$ cat config.mk
export PLATFORM = sky130hd
export DESIGN_NAME = vec_cmd_tx
export DESIGN_NICKNAME = d
export VERILOG_FILES = /design/src/rtl/vct_pkg.sv /design/src/rtl/vct_datapath.sv /design/src/rtl/vct_control.sv /design/src/rtl/vec_cmd_tx.sv
export SDC_FILE = /design/constraint.sdc
export NUM_CORES = 1
export LEC_CHECK = 0
export BUFFER_PORTS_ARGS = -buffer_cell sky130_fd_sc_hd__buf_2
export CAP_MARGIN = 40
export CORE_UTILIZATION = 45
export CTS_CLUSTER_DIAMETER = 50
export DETAILED_ROUTE_END_ITERATION = 8
export PLACE_DENSITY = 0.63
export SLEW_MARGIN = 20
export SYNTH_ARGS = -nofsm -noshare
export SYNTH_HDL_FRONTEND = slang
export SYNTH_HIERARCHICAL = 1
export SYNTH_SLANG_ARGS = --single-unit
$ cat constraint.sdc
create_clock -name clk -period 3.6 [get_ports clk]
set_input_delay 0.36 -clock clk [delete_from_list [all_inputs] [get_ports clk]]
set_output_delay 0.36 -clock clk [all_outputs]
set_load 0.01 [all_outputs]
$ cat src/rtl/vct_pkg.sv
`timescale 1ns/1ps
package vct_pkg;

  typedef enum logic [1:0] {
    ST_IDLE = 2'd0,
    ST_SEND = 2'd1,
    ST_GAP  = 2'd2
  } vctState_t;

  typedef struct packed {
    logic       loadCmd;   // latch host values and load index byte frame
    logic       loadByte;  // load frame of latched byte byteSel
    logic       shiftBit;  // advance serial frame by one bit
    logic [1:0] byteSel;   // which byte loadByte picks
  } vctStrobe_t;

endpackage

$ cat src/rtl/vct_datapath.sv
`timescale 1ns/1ps
module vct_datapath
  import vct_pkg::*;
#(
  parameter bit PARITY_EN  = 1'b1,
  parameter bit PARITY_ODD = 1'b1,
  localparam int FRAME_BITS = PARITY_EN ? 11 : 10
) (
  input  logic        clk,
  input  logic        rstN,
  input  vctStrobe_t  ctrl,
  input  logic [5:0]  cmdIndex,
  input  logic [15:0] cmdArg,
  output logic        serOut,
  output logic [5:0]  latIndex,
  output logic [15:0] latArg
);

  logic [7:0]            byteSrc;
  logic [FRAME_BITS-1:0] frameNext;
  logic [FRAME_BITS-1:0] frameQ;

  always_comb begin
    if (ctrl.loadCmd) begin
      byteSrc = {2'b00, cmdIndex};
    end else begin
      unique case (ctrl.byteSel)
        2'd0:    byteSrc = {2'b00, latIndex};
        2'd1:    byteSrc = latArg[7:0];
        default: byteSrc = latArg[15:8];
      endcase
    end
  end

  generate
    if (PARITY_EN) begin : g_par
      logic parBit;
      assign parBit    = (^byteSrc) ^ PARITY_ODD;
      assign frameNext = {1'b1, parBit, byteSrc, 1'b0};
    end else begin : g_nopar
      assign frameNext = {1'b1, byteSrc, 1'b0};
    end
  endgenerate

  always_ff @(posedge clk or negedge rstN) begin
    if (!rstN) begin
      latIndex <= '0;
      latArg   <= '0;
    end else if (ctrl.loadCmd) begin
      latIndex <= cmdIndex;
      latArg   <= cmdArg;
    end
  end

  always_ff @(posedge clk or negedge rstN) begin
    if (!rstN) begin
      frameQ <= '1;
    end else if (ctrl.loadCmd || ctrl.loadByte) begin
      frameQ <= frameNext;
    end else if (ctrl.shiftBit) begin
      frameQ <= {1'b1, frameQ[FRAME_BITS-1:1]};
    end
  end

  assign serOut = frameQ[0];

  AST_LOAD_GIVES_START: assert property (@(posedge clk) disable iff (!rstN)
    (ctrl.loadCmd || ctrl.loadByte) |=> !serOut) else $error("start bit missing");

endmodule

$ cat src/rtl/vct_control.sv
`timescale 1ns/1ps
module vct_control
  import vct_pkg::*;
#(
  parameter int BIT_CYC    = 10,
  parameter int FRAME_BITS = 11,
  parameter int IDLE_BITS  = 16,
  parameter int REQ_HOLD   = 4
) (
  input  logic       clk,
  input  logic       rstN,
  input  logic       sendStb,
  output vctStrobe_t ctrl,
  output logic       busy,
  output logic       done,
  output logic       parReq
);

  localparam int BAUD_W = (BIT_CYC > 2) ? $clog2(BIT_CYC) : 1;
  localparam int BIT_W  = $clog2(FRAME_BITS);
  localparam int GAP_W  = (IDLE_BITS > 2) ? $clog2(IDLE_BITS) : 1;
  localparam int REQ_W  = $clog2(REQ_HOLD + 1);
  localparam logic [BAUD_W-1:0] BAUD_LAST = BAUD_W'(BIT_CYC - 1);
  localparam logic [BIT_W-1:0]  BIT_LAST  = BIT_W'(FRAME_BITS - 1);
  localparam logic [GAP_W-1:0]  GAP_LAST  = GAP_W'(IDLE_BITS - 1);

  vctState_t         state;
  logic [BAUD_W-1:0] baudCnt;
  logic [BIT_W-1:0]  bitCnt;
  logic [1:0]        byteCnt;
  logic [GAP_W-1:0]  gapCnt;
  logic [REQ_W-1:0]  reqCnt;
  logic              baudEnd;
  logic              frameEnd;
  logic              gapEnd;

  assign baudEnd  = (baudCnt == '0);
  assign frameEnd = baudEnd && (bitCnt == BIT_LAST);
  assign gapEnd   = (state == ST_GAP) && baudEnd && (gapCnt == '0);

  always_comb begin
    ctrl = '0;
    unique case (state)
      ST_IDLE: ctrl.loadCmd = sendStb;
      ST_SEND: begin
        if (frameEnd && byteCnt != 2'd2) begin
          ctrl.loadByte = 1'b1;
          ctrl.byteSel  = byteCnt + 2'd1;
        end else if (baudEnd) begin
          ctrl.shiftBit = 1'b1;
        end
      end
      default: ;
    endcase
  end

  always_ff @(posedge clk or negedge rstN) begin
    if (!rstN) begin
      state   <= ST_IDLE;
      baudCnt <= '0;
      bitCnt  <= '0;
      byteCnt <= '0;
      gapCnt  <= '0;
      done    <= 1'b0;
    end else begin
      done <= gapEnd;
      unique case (state)
        ST_IDLE: begin
          if (sendStb) begin
            state   <= ST_SEND;
            baudCnt <= BAUD_LAST;
            bitCnt  <= '0;
            byteCnt <= '0;
          end
        end
        ST_SEND: begin
          if (!baudEnd) begin
            baudCnt <= baudCnt - 1'b1;
          end else begin
            baudCnt <= BAUD_LAST;
            if (bitCnt != BIT_LAST) begin
              bitCnt <= bitCnt + 1'b1;
            end else if (byteCnt == 2'd2) begin
              state  <= ST_GAP;
              gapCnt <= GAP_LAST;
            end else begin
              bitCnt  <= '0;
              byteCnt <= byteCnt + 2'd1;
            end
          end
        end
        ST_GAP: begin
          if (!baudEnd) begin
            baudCnt <= baudCnt - 1'b1;
          end else if (gapCnt == '0) begin
            state <= ST_IDLE;
          end else begin
            gapCnt  <= gapCnt - 1'b1;
            baudCnt <= BAUD_LAST;
          end
        end
        default: state <= ST_IDLE;
      endcase
    end
  end

  always_ff @(posedge clk or negedge rstN) begin
    if (!rstN) begin
      reqCnt <= '0;
    end else if (ctrl.loadCmd) begin
      reqCnt <= REQ_W'(REQ_HOLD);
    end else if (reqCnt != '0) begin
      reqCnt <= reqCnt - 1'b1;
    end
  end

  assign busy   = (state != ST_IDLE);
  assign parReq = (reqCnt != '0);

  AST_DONE_SINGLE: assert property (@(posedge clk) disable iff (!rstN)
    done |=> !done) else $error("done longer than one cycle");
  AST_DONE_AFTER_GAP: assert property (@(posedge clk) disable iff (!rstN)
    done |-> ($past(state) == ST_GAP) && !busy) else $error("done without gap end");
  AST_BYTE_LIMIT: assert property (@(posedge clk) disable iff (!rstN)
    (state == ST_SEND) |-> (byteCnt <= 2'd2)) else $error("more than three bytes");
  AST_REQ_WITHIN_BUSY: assert property (@(posedge clk) disable iff (!rstN)
    parReq |-> busy) else $error("request outside command");
  AST_BUSY_HOLDS_STB: assert property (@(posedge clk) disable iff (!rstN)
    (busy && sendStb && !gapEnd) |=> busy) else $error("strobe disturbed busy");

endmodule

$ cat src/rtl/vec_cmd_tx.sv
`timescale 1ns/1ps
module vec_cmd_tx
  import vct_pkg::*;
#(
  parameter int CLK_HZ     = 40_000_000,
  parameter int BIT_HZ     = 4_000_000,
  parameter bit PARITY_EN  = 1'b1,
  parameter bit PARITY_ODD = 1'b1,
  parameter int IDLE_BITS  = 16,
  parameter int REQ_HOLD   = 4
) (
  input  logic        clk,
  input  logic        rstN,
  input  logic        sendStb,
  input  logic [5:0]  cmdIndex,
  input  logic [15:0] cmdArg,
  output logic        busy,
  output logic        done,
  output logic        serOut,
  output logic        parReq,
  output logic [5:0]  parIndex,
  output logic [15:0] parData
);

  localparam int BIT_CYC    = CLK_HZ / BIT_HZ;
  localparam int FRAME_BITS = PARITY_EN ? 11 : 10;

  vctStrobe_t ctrl;

  vct_control #(
    .BIT_CYC    (BIT_CYC),
    .FRAME_BITS (FRAME_BITS),
    .IDLE_BITS  (IDLE_BITS),
    .REQ_HOLD   (REQ_HOLD)
  ) i_control (
    .clk     (clk),
    .rstN    (rstN),
    .sendStb (sendStb),
    .ctrl    (ctrl),
    .busy    (busy),
    .done    (done),
    .parReq  (parReq)
  );

  vct_datapath #(
    .PARITY_EN  (PARITY_EN),
    .PARITY_ODD (PARITY_ODD)
  ) i_datapath (
    .clk      (clk),
    .rstN     (rstN),
    .ctrl     (ctrl),
    .cmdIndex (cmdIndex),
    .cmdArg   (cmdArg),
    .serOut   (serOut),
    .latIndex (parIndex),
    .latArg   (parData)
  );

  AST_IDLE_LINE_HIGH: assert property (@(posedge clk) disable iff (!rstN)
    !busy |-> serOut) else $error("line low while idle");
  AST_START_ON_BUSY: assert property (@(posedge clk) disable iff (!rstN)
    $rose(busy) |-> !serOut) else $error("no start bit at busy rise");
  AST_LATCH_HELD: assert property (@(posedge clk) disable iff (!rstN)
    (busy && $past(busy)) |-> ($stable(parIndex) && $stable(parData)))
    else $error("latched values changed in flight");

endmodule

==> After elaboration in Yosys (flattened, before gate mapping) <==
Cells that the tools add are included.
{ "op_classes": {"add_sub_neg": 5, "n_mul": 0, "div": 0, "magnitude_cmp": 0, "eq_ne": 17, "shifts": 0, "mux": 40, "bitwise": 1, "reduce_logical": 22} }
{ "op_table": {"columns": ["operator", "n"], "rows": [
  ["2-to-1 mux 4 bit", 14],
  ["2-to-1 mux 11 bit", 2],
  ["2-to-1 mux 2 bit", 11],
  ["one-hot mux 4 bit (2 select lines)", 2],
  ["one-hot mux 8 bit (2 select lines)", 1],
  ["!= test 2 bit (second input constant)", 6],
  ["one-hot mux 4 bit (3 select lines)", 1],
  ["AND reduction 6 bit", 2],
  ["nonzero test 2 bit", 5],
  ["logical NOT 4 bit", 2],
  ["2-to-1 mux 8 bit", 1],
  ["XOR reduction 8 bit", 1],
  ["subtractor 4 x 1 -> 4 bit (second input constant)", 2],
  ["2-to-1 mux 3 bit", 2],
  ["!= test 2 x 1 -> 1 bit (second input constant)", 3],
  ["one-hot mux 2 bit (3 select lines)", 1],
  ["nonzero test 3 bit", 2],
  ["AND reduction 5 bit", 1],
  ["adder 4 x 1 -> 4 bit (second input constant)", 1],
  ["equality test 2 x 1 -> 1 bit (second input constant)", 2],
  ["equality test 2 bit (second input constant)", 2],
  ["equality test 4 bit (second input constant)", 1],
  ["logical AND 1 bit", 4],
  ["logical NOT 2 bit", 2],
  ["other kinds (11)", 14]
]} }
{ "totals": {"regBits": 53, "latchBits": 0, "mem_bits_rw": 0, "mem_bits_ro": 0, "input_bits": 25, "output_inout_bits": 26, "elab_cells": 95, "mem_count": 0} }

==> Logic depth before layout (Yosys ltp) <==
{ "depth": {"word_depth": 11, "mapped_depth": 14, "depth_no_buf": 11} }

==> Modules after synthesis <==
The synthesis kept the hierarchy.
{ "by_module_without_submodules": {"columns": ["module", "n_inst", "cells_each", "area_each_um2", "seq_area_each_um2"], "rows": [
  ["vct_datapath", 1, 150, 1705.4, 813.3],
  ["vct_control", 1, 135, 1308.8, 500.5]
]} }

==> Least setup slack after synthesis <==
Ideal clock, no wire load.
{ "synth_path": {"kind": "register to register", "start": "register i_control.state[1]", "end": "register i_datapath.frameQ[9]", "setup_ns": 0.105, "arrival_time_ns": 2.891, "t_required_ns": 3.495, "setup_slack_ns": 0.604, "stages_incl_launch_ff": 13, "period_less_slack_ns": 2.996, "path_cell_list": "dfrtp_1 > inv_1 > ha_1 > clkbuf_1 > nand3_1 > nor2_1 > buf_6 > mux2_4 > a222oi_1 > xnor2_1 > xnor2_2 > and3_1 > a2111oi_2"} }
{ "synth_rtl": {"columns": ["item", "line_no", "rtl"], "rows": [
  ["from (decl)", "vct_control.sv:27", "vctState_t state;"],
  ["from (signal assigned)", "vct_control.sv:59", "state <= ST_IDLE;"],
  ["from (signal assigned)", "vct_control.sv:70", "state <= ST_SEND;"],
  ["from (signal assigned)", "vct_control.sv:84", "state <= ST_GAP;"],
  ["to (signal assigned)", "vct_datapath.sv:59", "frameQ <= frameNext;"],
  ["to (signal assigned)", "vct_datapath.sv:61", "frameQ <= {1'b1, frameQ[FRAME_BITS-1:1]};"],
  ["to (decl)", "vct_datapath.sv:21", "logic [FRAME_BITS-1:0] frameQ;"]
]} }

==> metrics.txt <==
# TYPE chip_impl_metric gauge
chip_impl_metric{name="synthesis.yosys.warnings",unit=""} 6
chip_impl_metric{name="postSynthCellCount",unit=""} 285
chip_impl_metric{name="post_drt_wl_per_cell",unit="um"} 15.1
chip_impl_metric{name="tightestPinTransition",unit="ns"} 0.593
chip_impl_metric{name="timing.critical_path.buf_inv",unit=""} 2
chip_impl_metric{name="report.final.slew_viol_count",unit=""} 0
chip_impl_metric{name="number_of_vias_per_cell",unit=""} 5.47
chip_impl_metric{name="finalHoldViolations",unit=""} 0
chip_impl_metric{name="final.setup.tns",unit="ns"} 0
chip_impl_metric{name="place_worst_setup_slack",unit="ns"} 0.471
chip_impl_metric{name="number_of_nets_produced_by_synthesis",unit=""} 325
chip_impl_info{name="timing.critical_path.to_type",value="flip-flop"} 1
chip_impl_info{name="hold_path_startpoint",value="cmdArg[12]"} 1
chip_impl_metric{name="grt_pass1_vias",unit=""} 2271
chip_impl_metric{name="clkSinkCount",unit=""} 52
chip_impl_info{name="timing.critical_path.cells",value="inv_1 -> ha_1 -> and4bb_2 -> nand3_1 -> nor2_1 -> buf_4 -> mux2_2 -> o41ai_1 -> a211oi_2 -> or3_1 -> a21oi_1 -> a2111oi_2"} 1
chip_impl_metric{name="reg2regPathDepth",unit=""} 12
chip_impl_metric{name="antenna_found_initial",unit=""} 0
chip_impl_metric{name="die_h",unit="um"} 83.8
chip_impl_metric{name="floorplan.die_area",unit="sq um"} 7030
chip_impl_metric{name="die_w",unit="um"} 83.8
chip_impl_metric{name="maxSlewHeadroom",unit="%"} 60.3
chip_impl_metric{name="pwr_density",unit="nW/um^2"} 777
chip_impl_metric{name="share_of_the_synthesized_area_in_the_top_cell_type",unit="%"} 34.9
chip_impl_info{name="crit_path_top_delay_cell",value="sky130_fd_sc_hd__o41ai_1"} 1
chip_impl_metric{name="grt.total_usage",unit="%"} 19.0
chip_impl_metric{name="synth_async_sr_flop_share",unit="%"} 100
chip_impl_metric{name="synth.ff_latch_count",unit=""} 52
chip_impl_metric{name="core_area",unit="sq um"} 6420
chip_impl_metric{name="final_nets",unit=""} 381
chip_impl_metric{name="floorplan.io_pins",unit=""} 51
chip_impl_info{name="crit_type",value="flip-flop to flip-flop"} 1
chip_impl_info{name="leading_cell_type_in_the_layout_fill_and_taps_excluded",value="sky130_fd_sc_hd__buf_2"} 1
chip_impl_info{name="worst_path_dominant_cell_family",value="simple AND/OR/NAND/NOR gates"} 1
chip_impl_metric{name="fin_ws",unit="ns"} 0.449
chip_impl_metric{name="worst-endpoint-required",unit="ns"} 3.81
chip_impl_metric{name="fin_cells",unit=""} 419
chip_impl_metric{name="flow.area_growth_from_synthesis",unit="%"} 15.6
chip_impl_metric{name="cts_hold_buffers",unit=""} 1
chip_impl_info{name="timing.rr.end",value="i_datapath/frameQ[9]$_DFFE_PN1P_"} 1
chip_impl_info{name="grt_setup_unrepaired",value="no"} 1
chip_impl_metric{name="grt_pass1_wl",unit="um"} 10800
chip_impl_metric{name="buffer_ports.inserted",unit=""} 50
chip_impl_metric{name="placementRows",unit=""} 29
chip_impl_info{name="yosys.area.top_type",value="sky130_fd_sc_hd__dfrtp_1"} 1
chip_impl_metric{name="fin_worst_skew",unit="ns"} 0.00955
chip_impl_metric{name="clock_tree.htree_level_count",unit=""} 2
chip_impl_metric{name="grt-ovfl-total",unit=""} 0
chip_impl_info{name="top_post_synthesis_cells_by_area",value="sky130_fd_sc_hd__dfrtp_1 35%, sky130_fd_sc_hd__mux2_2 9.3%, sky130_fd_sc_hd__dfstp_2 8.7%"} 1
chip_impl_metric{name="synth_cell_types",unit=""} 60
chip_impl_info{name="most_common_flop_cell_mapped_by_yosys",value="sky130_fd_sc_hd__dfrtp_1"} 1
chip_impl_metric{name="floorplan.initialDensity",unit="%"} 46.9
chip_impl_metric{name="fillers",unit=""} 583
chip_impl_metric{name="worstSkewPairLatency",unit="ns"} 0.30
chip_impl_info{name="start_kind",value="flip-flop"} 1
chip_impl_metric{name="post_cts_resized",unit=""} 0
chip_impl_metric{name="clock_path_buffers",unit=""} 2
chip_impl_info{name="outcome",value="finished, violations left"} 1
chip_impl_metric{name="antennaDiodeCount",unit=""} 0
chip_impl_metric{name="irDropWorstVdd",unit="V"} 0.000374
chip_impl_metric{name="yosysSeqAreaShare",unit="%"} 43.6
chip_impl_metric{name="clk_pin_slew",unit="ns"} 0.10
chip_impl_info{name="reg2reg_from",value="i_control/byteCnt[0]$_DFFE_PN0P_"} 1
chip_impl_metric{name="post_route_cells_drive_above_1_share",unit="%"} 32.5
chip_impl_info{name="hp-class",value="input pin to flip-flop"} 1
chip_impl_metric{name="grt_max_degree",unit=""} 27
chip_impl_metric{name="post_synth_instance_area",unit="sq um"} 3010
chip_impl_metric{name="worst-endpoint-arrival",unit="ns"} 3.36
chip_impl_metric{name="setup-violations-final",unit=""} 0
chip_impl_metric{name="edff_count_synth",unit=""} 0
chip_impl_metric{name="cts_post_setup_buffers_inserted",unit=""} 0
chip_impl_info{name="failed_checks",value="DRC"} 1
chip_impl_info{name="root_buffer",value="sky130_fd_sc_hd__clkbuf_8"} 1
chip_impl_metric{name="worstHoldPathCells",unit=""} 2
chip_impl_metric{name="route.detailed.drc",unit=""} 1
chip_impl_metric{name="static-leakage-power",unit="nW"} 1.56
chip_impl_metric{name="post_layout_minimum_cycle_time",unit="ns"} 3.15
chip_impl_metric{name="vias",unit=""} 2293
chip_impl_metric{name="timing.critical_path.slowest_cell_delay",unit="ns"} 0.40
chip_impl_metric{name="maxCapViolations",unit=""} 0
chip_impl_metric{name="critPathMaxFanout",unit=""} 8
chip_impl_metric{name="first_iter_violations",unit=""} 124
chip_impl_metric{name="gp_congestion",unit=""} 0.807
chip_impl_metric{name="cts-buffers-inserted",unit=""} 5
chip_impl_metric{name="placed_cells_incl_taps",unit=""} 410
chip_impl_info{name="cts_tree",value="built"} 1
chip_impl_info{name="final_cell_mix",value="50 x sky130_fd_sc_hd__buf_2, 42 x sky130_fd_sc_hd__dfrtp_1, 25 x sky130_fd_sc_hd__mux2_2"} 1
chip_impl_metric{name="pre_antenna_drt_iters",unit=""} 6
chip_impl_metric{name="max_freq",unit="MHz"} 317
chip_impl_metric{name="min_period_over_period",unit="%"} 87.5
chip_impl_metric{name="final_antenna_net_count",unit=""} 0
chip_impl_metric{name="dp_hpwl",unit="um"} 4840
chip_impl_info{name="hold_end",value="i_datapath/latArg[12]$_DFFE_PN0P_"} 1
chip_impl_metric{name="finalWirelength",unit="um"} 6330
chip_impl_metric{name="ff2ff_setup_slack",unit="ns"} 0.45
chip_impl_metric{name="avgSynthCellArea",unit="sq um"} 10.6
Yosys cell counts, types with 4 or more instances:
library cell,instances
sky130_fd_sc_hd__nand2_1,22
sky130_fd_sc_hd__ha_1,15
sky130_fd_sc_hd__mux2_2,25
sky130_fd_sc_hd__mux2i_1,14
sky130_fd_sc_hd__dfstp_2,10
sky130_fd_sc_hd__clkbuf_1,5
sky130_fd_sc_hd__nand2b_1,5
sky130_fd_sc_hd__dfrtp_1,42
sky130_fd_sc_hd__nor2b_1,4
sky130_fd_sc_hd__xor2_1,6
sky130_fd_sc_hd__a21oi_1,9
sky130_fd_sc_hd__inv_1,20
sky130_fd_sc_hd__o21ai_0,21
sky130_fd_sc_hd__nor2_1,18
sky130_fd_sc_hd__nand3b_1,4
state kept, by name, indices dropped and copies added, names as in the netlist:
register / cells
i_control/bitCnt: 4
i_datapath/latArg: 16
i_control/baudCnt: 4
i_control/state: 2
i_control/gapCnt: 4
i_control/byteCnt: 2
i_datapath/latIndex: 6
i_control/done: 1
i_datapath/frameQ: 10
i_control/reqCnt: 3
routing by layer:
layer | vias to the layer above | track usage [%] | wire length [um] | part of all wire (%)
li1 | 1124 | - | - | -
met1 | 1126 | 28.0 | 3340 | 53
met2 | 34 | 29.3 | 2760 | 44
met3 | 9 | 3.17 | 161 | 2.5
met4 | 0 | 4.55 | 67 | 1.1
met5 | - | 0 | 0 | 0
cells by family after synthesis:
family                     synth area share [%]
xor gates and xnor gates                   3.16
AOI/OAI and AO/OA                          13.1
muxes                                      15.6
adders and majority gates                  6.23
DFF                                        43.6
and+or+nand+nor                            14.1
buffers and inverters                      4.23
power by group:
part	switching, mW	internal (mW)	leakage [nW]
logic	0.656	0.624	0.891
registers	0.221	0.873	0.624
clock network	0.191	0.139	0.0424
area by class of cell:
| cell class | count | area, sq um | area share [%] |
|---|---|---|---|
| clock buffer | 7 | 76.3 | 2.19 |
| tap | 77 | 96.3 | 2.77 |
| sequential | 52 | 1310 | 37.7 |
| multi-input combinational | 202 | 1570 | 45.2 |
| inverter | 20 | 75.1 | 2.16 |
| clock inverter | 1 | 8.76 | 0.251 |
| timing repair buffer | 60 | 340 | 9.77 |
through the flow:
step                      total power [mW]  util (%)  hold slack (ns)  area (sq um)
final                                 2.71      54.2            0.280          3480
after global routing                  2.93      54.2            0.272          3480
after CTS                             2.73      54.2            0.270          3480
after detailed placement              2.39      52.8            0.312          3390
after global placement                2.36      52.4            0.507          3370
after floorplan                       1.98         -           0.0644          3010
worst max-delay path by stage:
stage | startpoint | slack [ns] | to | cells past startpoint
2_1_floorplan | i_control/state[1]$_DFFE_PN0P_ | 0.60 | i_datapath/frameQ[9]$_DFFE_PN1P_ | 12
3_3_place_gp | i_control/byteCnt[0]$_DFFE_PN0P_ | 0.57 | i_datapath/frameQ[9]$_DFFE_PN1P_ | 12
3_5_place_dp | i_control/byteCnt[0]$_DFFE_PN0P_ | 0.47 | i_datapath/frameQ[9]$_DFFE_PN1P_ | 11
4_1_cts | i_control/byteCnt[0]$_DFFE_PN0P_ | 0.45 | i_datapath/frameQ[9]$_DFFE_PN1P_ | 11
5_1_grt | i_control/byteCnt[0]$_DFFE_PN0P_ | 0.15 | i_datapath/frameQ[9]$_DFFE_PN1P_ | 12
6_report | i_control/byteCnt[0]$_DFFE_PN0P_ | 0.45 | i_datapath/frameQ[9]$_DFFE_PN1P_ | 12
Power figures use the tool's default switching activity.
